**src/rtl/cascade_ack_seq.sv**
```systemverilog
module cascade_ack_seq #(
  parameter logic [7:0]  PRI_BASE      = 8'h08,
  parameter logic [7:0]  SEC_BASE      = 8'h70,
  parameter logic [15:0] PRI_PORT      = 16'h0020,
  parameter logic [15:0] SEC_PORT      = 16'h00A0,
  parameter logic [15:0] TRIG_PORT     = 16'h04D0,
  parameter logic [7:0]  PRI_TRIG_MASK = 8'hF8,
  parameter logic [7:0]  SEC_TRIG_MASK = 8'hDE,
  parameter int          CASCADE_LINE  = 2
) (
  input  logic        clk,
  input  logic        rst_n,
  input  logic [15:0] irq_i,
  input  logic        ack_i,
  input  logic        io_valid_i,
  input  logic        io_wr_i,
  input  logic [15:0] io_addr_i,
  input  logic [2:0]  io_size_i,
  input  logic [7:0]  io_wdata_i,
  output logic [7:0]  io_rdata_o,
  output logic        int_o,
  output logic        wake_o,
  output logic [7:0]  vector_o
);
  localparam int N = 8;
  localparam int IW = $clog2(N);
  localparam logic [IW:0]  NONE    = (IW+1)'(N);
  localparam logic [IW:0]  CAS_IDX = (IW+1)'(CASCADE_LINE);
  localparam logic [N-1:0] CAS_BIT = N'(1) << CASCADE_LINE;
  localparam logic [7:0]   SPUR    = 8'(N - 1);

  function automatic logic [IW:0] pick(input logic [N-1:0] m);
    pick = NONE;
    for (int i = N - 1; i >= 0; i--)
      if (m[i]) pick = (IW+1)'(i);
  endfunction

  function automatic logic [N-1:0] onehot(input logic [IW:0] k);
    onehot = '0;
    if (!k[IW]) onehot[k[IW-1:0]] = 1'b1;
  endfunction

  logic [1:0]         wok;
  logic [1:0][IW:0]   wsel;
  logic [1:0][N-1:0]  ack_set;
  logic [1:0][N-1:0]  rd_c;
  logic               byte_ok, wr_ok, rd_ok, ack_pri, ack_cas, int_q;
  logic [7:0]         vec_nx;

  assign byte_ok = io_size_i == 3'd1;
  assign wr_ok   = io_valid_i & io_wr_i & byte_ok;
  assign rd_ok   = io_valid_i & ~io_wr_i;

  assign ack_pri    = ack_i & wok[0];
  assign ack_cas    = ack_pri & (wsel[0] == CAS_IDX);
  assign ack_set[0] = ack_pri ? onehot(wsel[0]) : '0;
  assign ack_set[1] = (ack_cas & wok[1]) ? onehot(wsel[1]) : '0;

  for (genvar c = 0; c < 2; c++) begin : g_ctl
    localparam logic [15:0]  CMD   = (c == 0) ? PRI_PORT : SEC_PORT;
    localparam logic [15:0]  TRG   = TRIG_PORT + 16'(c);
    localparam logic [N-1:0] TMASK = (c == 0) ? PRI_TRIG_MASK : SEC_TRIG_MASK;
    localparam logic [N-1:0] CAS   = (c == 0) ? CAS_BIT : '0;

    logic [N-1:0] irr, imr, isr, trig, last, line, eoi_clr, irr_nx, cas_set;
    logic [IW:0]  psel, isel;
    logic         rsel, hit_cmd, hit_dat, hit_trg, cmd_op;

    assign line = irq_i[c*N +: N] & ~CAS;
    assign psel = pick(irr & ~imr);
    assign isel = pick(isr);
    assign wsel[c] = psel;
    assign wok[c]  = psel < isel;

    assign hit_cmd = io_addr_i == CMD;
    assign hit_dat = io_addr_i == CMD + 16'd1;
    assign hit_trg = io_addr_i == TRG;
    assign cmd_op  = wr_ok & hit_cmd & (io_wdata_i[4:3] == 2'b00);

    assign eoi_clr = (cmd_op && io_wdata_i[7:5] == 3'b001) ? onehot(isel) :
                     (cmd_op && io_wdata_i[7:5] == 3'b011) ?
                       onehot((IW+1)'(io_wdata_i[IW-1:0])) : '0;

    assign cas_set = CAS & {N{wok[1]}} & ~ack_set[c];
    assign irr_nx  = (trig & line)
                   | (~trig & ((irr & ~ack_set[c]) | (line & ~last)))
                   | cas_set;

    always_ff @(posedge clk or negedge rst_n) begin
      if (!rst_n) begin
        irr  <= '0;
        imr  <= '0;
        isr  <= '0;
        trig <= '0;
        last <= '0;
        rsel <= 1'b0;
      end else begin
        irr  <= irr_nx;
        last <= line;
        isr  <= (isr & ~eoi_clr) | ack_set[c];
        if (wr_ok && hit_dat) imr <= io_wdata_i;
        if (wr_ok && hit_trg) trig <= io_wdata_i & TMASK;
        if (wr_ok && hit_cmd && io_wdata_i[4:3] == 2'b01) rsel <= io_wdata_i[0];
      end
    end

    assign rd_c[c] = hit_cmd ? (rsel ? isr : irr) :
                     hit_dat ? imr :
                     hit_trg ? trig : '0;
  end

  always_comb begin
    if (!wok[0])
      vec_nx = PRI_BASE | SPUR;
    else if (ack_cas)
      vec_nx = wok[1] ? SEC_BASE + 8'(wsel[1]) : SEC_BASE | SPUR;
    else
      vec_nx = PRI_BASE + 8'(wsel[0]);
  end

  assign int_o  = wok[0];
  assign wake_o = int_o & ~int_q;

  always_ff @(posedge clk or negedge rst_n) begin
    if (!rst_n) begin
      vector_o   <= '0;
      io_rdata_o <= '0;
      int_q      <= 1'b0;
    end else begin
      int_q <= int_o;
      if (ack_i) vector_o <= vec_nx;
      if (rd_ok) io_rdata_o <= byte_ok ? (rd_c[0] | rd_c[1]) : '0;
    end
  end
endmodule

```
**config.mk**
```make
export PLATFORM = sky130hd
export DESIGN_NAME = cascade_ack_seq
export DESIGN_NICKNAME = d
export VERILOG_FILES = /design/src/rtl/cascade_ack_seq.sv
export SDC_FILE = /design/constraint.sdc
export NUM_CORES = 1
export LEC_CHECK = 0
export ABC_AREA = 1
export BUFFER_PORTS_ARGS = -buffer_cell sky130_fd_sc_hd__buf_2
export CORE_MARGIN = 2
export CORE_UTILIZATION = 55
export DETAILED_ROUTE_END_ITERATION = 8
export PLACE_DENSITY = 0.77
export SLEW_MARGIN = 15
export SYNTH_ARGS = -nofsm -noshare
export SYNTH_HDL_FRONTEND = slang
export SYNTH_SLANG_ARGS = --single-unit
```
**constraint.sdc**
```tcl
create_clock -name clk -period 3.26 [get_ports clk]
set_clock_uncertainty 0.05 [all_clocks]
set_input_delay 0.163 -clock clk [delete_from_list [all_inputs] [get_ports clk]]
set_output_delay 0.163 -clock clk [all_outputs]
set_load 0.03 [all_outputs]
```
* Word-level counts from Yosys, hierarchy flattened
Index checks and enable logic that the tools add are counted.
Storage, ports and cells: input port bits 48, bits in registers 93
Operators by class: magnitude comparators 12, bitwise operators 44, add/subtract/negate cells 2, mux-type cells 64, reductions and logical operators 18, equal/unequal tests 11
Operators with widths (number):
- 2-to-1 mux 8 bit | 22
- 2-to-1 mux 4 bit | 32
- AND 8 bit | 12
- NOT 8 bit | 10
- bitwise OR 8 bit | 8
- equality test 16 x 11 -> 1 bit, second input constant | 2
- equality test 16 x 6 -> 1 bit, second input constant | 2
- equality test 16 x 8 -> 1 bit, second input constant | 2
- less-than comparator 3 x 4 -> 1 bit, second input constant | 5
- logical AND 1 bit | 17
- demux 1 bit (select 3 bit) | 5
- >= comparator 3 x 1 -> 1 bit, second input constant | 5
- AND 1 bit | 11
- adder 7 x 4 -> 8 bit, first input constant | 1
- AND 3 x 8 -> 8 bit | 1
- less-than comparator 4 bit | 2
- equality test 3 x 1 -> 1 bit, second input constant | 2
- adder 4 x 4 -> 5 bit, first input constant | 1
- 2-to-1 mux 1 bit | 5
- equality test 4 x 2 -> 1 bit, second input constant | 1
- equality test 3 x 2 -> 1 bit, second input constant | 1
- equality test 2 x 1 -> 1 bit, second input constant | 1
- zero test 2 bit | 1
- NOT 1 bit | 2

* Longest topological paths before layout
depth in word-level cells 22, depth in mapped cells 18

* Worst setup path after synthesis
OpenSTA, ideal clock, no wires.
path kind reg-to-reg, start point register g_ctl[0].isr[3], end point register g_ctl[1].irr[0], setup time 0.123 ns, path slack 0.997 ns, period minus slack after synthesis 2.263 ns, path buffers 0, stages on the path, launching flop included 10, arrival time 2.090 ns, cell sequence dfrtp_1 -> nor4_1 -> nand3_1 -> ha_1 -> a21oi_1 -> nand3_2 -> nor2_1 -> nand2_1 -> o21ai_0 -> nand2_1
Between the ends: word-level cells in the longest chain between the ends 14
Ends and longest elaborated chain:
- start, declared | RTL line 65 | logic [N-1:0] irr, imr, isr, trig, last, line, eoi_clr, irr_nx, cas_set;
- start signal, assigned | RTL line 100 | isr <= (isr & ~eoi_clr) | ack_set[c];
- 2-to-1 mux 4 bit (4 in series) | RTL line 35 | if (m[i]) pick = (IW+1)'(i);
- less-than comparator 4 bit | RTL line 73 | assign wok[c] = psel < isel;
- AND 1 bit | RTL line 54 | assign ack_pri = ack_i & wok[0];
- AND 1 bit | RTL line 55 | assign ack_cas = ack_pri & (wsel[0] == CAS_IDX);
- AND 1 bit | RTL line 57 | assign ack_set[1] = (ack_cas & wok[1]) ? onehot(wsel[1]) : '0;
- 2-to-1 mux 8 bit | RTL line 57
- NOT 8 bit | RTL line 86 | | (~trig & ((irr & ~ack_set[c]) | (line & ~last)))
- AND 8 bit | RTL line 86
- bitwise OR 8 bit | RTL line 86
- AND 8 bit | RTL line 86
- bitwise OR 8 bit | RTL line 86
- via g_ctl[1].irr_nx[0] | RTL line 65
- end signal, assigned | RTL line 98 | irr <= irr_nx;
- end, declared | RTL line 65
The timed path passes the listed nets, and every way through them passes these cells. A chain may end at the register's enable or synchronous reset.

* Final worst setup path
start point register g_ctl[0].imr[0], end point register g_ctl[1].irr[6]
Between the ends: word-level cells in the longest chain between the ends 13, elaborated cells on any way between the ends 14, classes of those cells 1 x order compare; 1 x eq/ne; 2 x mux; 10 x bitwise
Ends and longest elaborated chain:
- start, declared | RTL line 65
- start signal, assigned | RTL line 101 | if (wr_ok && hit_dat) imr <= io_wdata_i;
- NOT 8 bit (*) | RTL line 70 | assign psel = pick(irr & ~imr);
- AND 8 bit (*) | RTL line 70
- 2-to-1 mux 4 bit (*) | RTL line 35
- less-than comparator 4 bit | RTL line 73
- AND 1 bit | RTL line 54
- AND 1 bit (*) | RTL line 55
- AND 1 bit (*) | RTL line 57
- 2-to-1 mux 8 bit (*) | RTL line 57
- NOT 8 bit (*) | RTL line 86
- AND 8 bit (*) | RTL line 86
- bitwise OR 8 bit (*) | RTL line 86
- AND 8 bit (*) | RTL line 86
- bitwise OR 8 bit (*) | RTL line 86
- via g_ctl[1].irr_nx[6] | RTL line 65
The timed path passes the listed nets; every way through them passes the cells marked *.

==> results.md <==
* Outcome: complete, no violations
* Syn_nets at roughly 720
* Reg area at ~2300 µm²
* Cells after synthesis at about 660
* P_leak at between 2 and 3 nW
* DR pass1 iterations at 6
* Core Util, Final at 0.664
* Max Cap Viol at 0
* Die footprint at roughly 9900 µm²
* Critical Path Source Type: register
* Synth Flop Type: dfrtp_1
* Gr usage total at 0.302
* Total Routed Length at around 14 mm
* # rows at 34
* CTS Buf Count at 9
* Final hold slack at approximately 0.077 ns
* Sequential share of the synthesized area at 0.456
* Fin crit period at between 2 and 3 ns
* Worst hold path type: input pin to register
* Final HPWL DP at roughly 11 mm
* Clk_lat worst skew at approximately 0.38 ns
* Post-synth EDFFs at 0
* Critical Path Source: g_ctl[0].imr[0]
* Core area at slightly below 9000 µm²
* Max FO, Critical Path at 9
* Data arrival, critical path at approximately 3.2 ns
* Met2 Wirelength at ~6.4 mm
* Most common cell after layout, fill and taps aside: nand2_1
* Area Growth Syn to Fin at 16.5%
* Period utilisation layout at 0.895
* Clock Path Buffers at 2
* Final Hold Vio Count at 0
* Worst VDD drop at 0.271 mV
* Residual DRC at 0
* Slew Viols, Final at 0
* Yosys cell types at 43
* Routed WL per cell at approximately 16 µm
* Synth Warn # at 0
* Overall die width at between 90 and 100 µm
* PortBufs at 63
* RSZ-0062 raised after global routing: false
* Vias in the first global route at 4547
* Measured slew at the worst slew-check pin at roughly 0.71 ns
* Crit path capture: g_ctl[1].irr[6]
* I/O pins at 66
* Clock H-tree levels at 3
* Multi-input gate area at approximately 2300 µm²
* Rel. slew slack at 0.529
* Starting Density at 0.570
* GPL Wtd Cong at just over 0.9
* Pwr Density at roughly 370 nW/µm²
* Ant. Diodes at 0
* FF-to-FF End: g_ctl[1].irr[6]
* Post-Place Worst Slack at 0.412 ns
* Mapped cell area at 4990 µm²
* CTS tree: built
* Worst R2R Start: g_ctl[0].imr[0]
* Async SR Flop Fraction at 1.00
* Setup ws final at 0.342 ns
* Fin cells at 860
* Initial antenna violation count at 0
* Largest net degree at the start of global routing at 55
* #FFs+latches synth at approximately 90
* Root Buffer: clkbuf_8
* First-pass GRT wire length at 23.0 mm
* Cells after DPL at 828
* Routed Antenna Nets at 0
* Met3 wire len at roughly 860 µm
* Met1 Routed Length at around 6.4 mm
* Total clock sinks at 91
* Most frequent cells in the layout: nand2_1, inv_1, dfrtp_1, o21ai_0, buf_2
* Syn avg cell area at approximately 7.5 µm²
* DR vias/cell at roughly 5.5
* FMAX at ~0.34 GHz
* Worst Reg-to-Reg Cells at 13
* CP Capture Type: register
* Setup violations, final at 0
* Clock-pin transition on the worst setup and hold timing paths at around 0.1 ns
* GRT overflow at 0
* Setup TNS at 0 ns
* Uppermost layer routed: met4
* Setup CP Type: register to register
* Die H at 99.3 µm
* Share of layout cells above drive strength 1 at 0.145
* Iter 0 DRT Violations at 352
* Fill cell count at about 780
* Vias at roughly 4.8k
* Register-to-register path setup slack at 0.34 ns
* Fin nets at between 800 and 900
* Critical path required time at 3.49 ns
==> cell usage after synthesis, types with 5 or more instances <==
cell        n  area (µm²)
nand2_1   179         672
inv_1      98         368
dfrtp_1    91        2280
o21ai_0    73         365
nor2_1     53         199
nand3_1    49         245
nor3_1     19        95.1
o22ai_1    14        87.6
a21oi_1    13        65.1
clkbuf_1    6        22.5
ha_1        6        75.1
inv_2       5        18.8
nand3_2     5        50.1
o211ai_1    5        37.5
==> power by group <==
| group | switching (W) | leakage [nW] | internal, W |
|---|---|---|---|
| logic | 0.0000845 | 1.73 | 0.0000483 |
| registers | 0.00000481 | 1.12 | 0.00114 |
| clock network | 0.000449 | 0.112 | 0.000444 |
| total | 0.000538 | 2.96 | 0.00163 |
==> through the flow <==
step / total power (W) / area, µm²
3_5_place_dp: 0.00129 / 5430
4_1_cts: 0.00219 / 5820
6_report: 0.00217 / 5820
3_3_place_gp: 0.00128 / 5430
2_1_floorplan: 0.00121 / 4990
5_1_grt: 0.00224 / 5820
==> timing repair <==
action                                 in CTS  in global routing
resized for setup                           0                  0
hold buffers                               16                  0
buffers inserted                            0                  0
endpoints found under the hold margin      82                  0
==> flip-flops by register name (all words and copies together) (netlist names) <==
name / count
g_ctl.last: 15
io_rdata_o: 8
g_ctl.irr: 16
vector_o: 6
int_q: 1
g_ctl.imr: 16
g_ctl.rsel: 2
g_ctl.isr: 16
g_ctl.trig: 11
==> routing by layer <==
metal | track usage | vias up
li1 | - | 2322
met1 | 0.429 | 2222
met2 | 0.470 | 184
met3 | 0.0499 | 33
met4 | 0.109 | 0
met5 | 0 | -
==> worst min path at each step <==
stage / cells after the start / end / start
3_5_place_dp: 1 / g_ctl[1].irr[2] / rst_n
2_1_floorplan: 0 / g_ctl[0].imr[0] / rst_n
5_1_grt: 3 / vector_o[1] / ack_i
6_report: 3 / vector_o[0] / ack_i
4_1_cts: 3 / vector_o[1] / ack_i
3_3_place_gp: 1 / g_ctl[1].isr[2] / rst_n
==> area by class of cell <==
type / instances / share of cell area
Inverter: 105 / 0.0678
Sequential cell: 91 / 0.391
Multi-Input combinational cell: 457 / 0.391
Tap cell: 108 / 0.0232
Clock buffer: 9 / 0.0213
Timing Repair Buffer: 83 / 0.0873
Clock inverter: 7 / 0.0181
==> worst max-delay path, stage by stage (launching register included) <==
cell and delay [ns]:
dfrtp_1 0.37, inv_1 0.06, nand2_1 0.11, nand2_1 0.10
nor2_1 0.09, inv_1 0.07, nor3_1 0.36, ha_1 0.33
a21oi_1 0.27, nand3_2 0.24, nor2_1 0.36, nand3_1 0.23
nand3_1 0.12, nand2_1 0.05
==> cells by family after synthesis <==
logic type / share of synthesized area
and+or+nand+nor: 0.295
AOI/OAI and AO/OA: 0.138
buffers and inverters: 0.0885
DFF: 0.456
adders and majority gates: 0.0150
muxes: 0.00602
other: 0.000751
No activity file was read; power rests on OpenSTA's default activity.
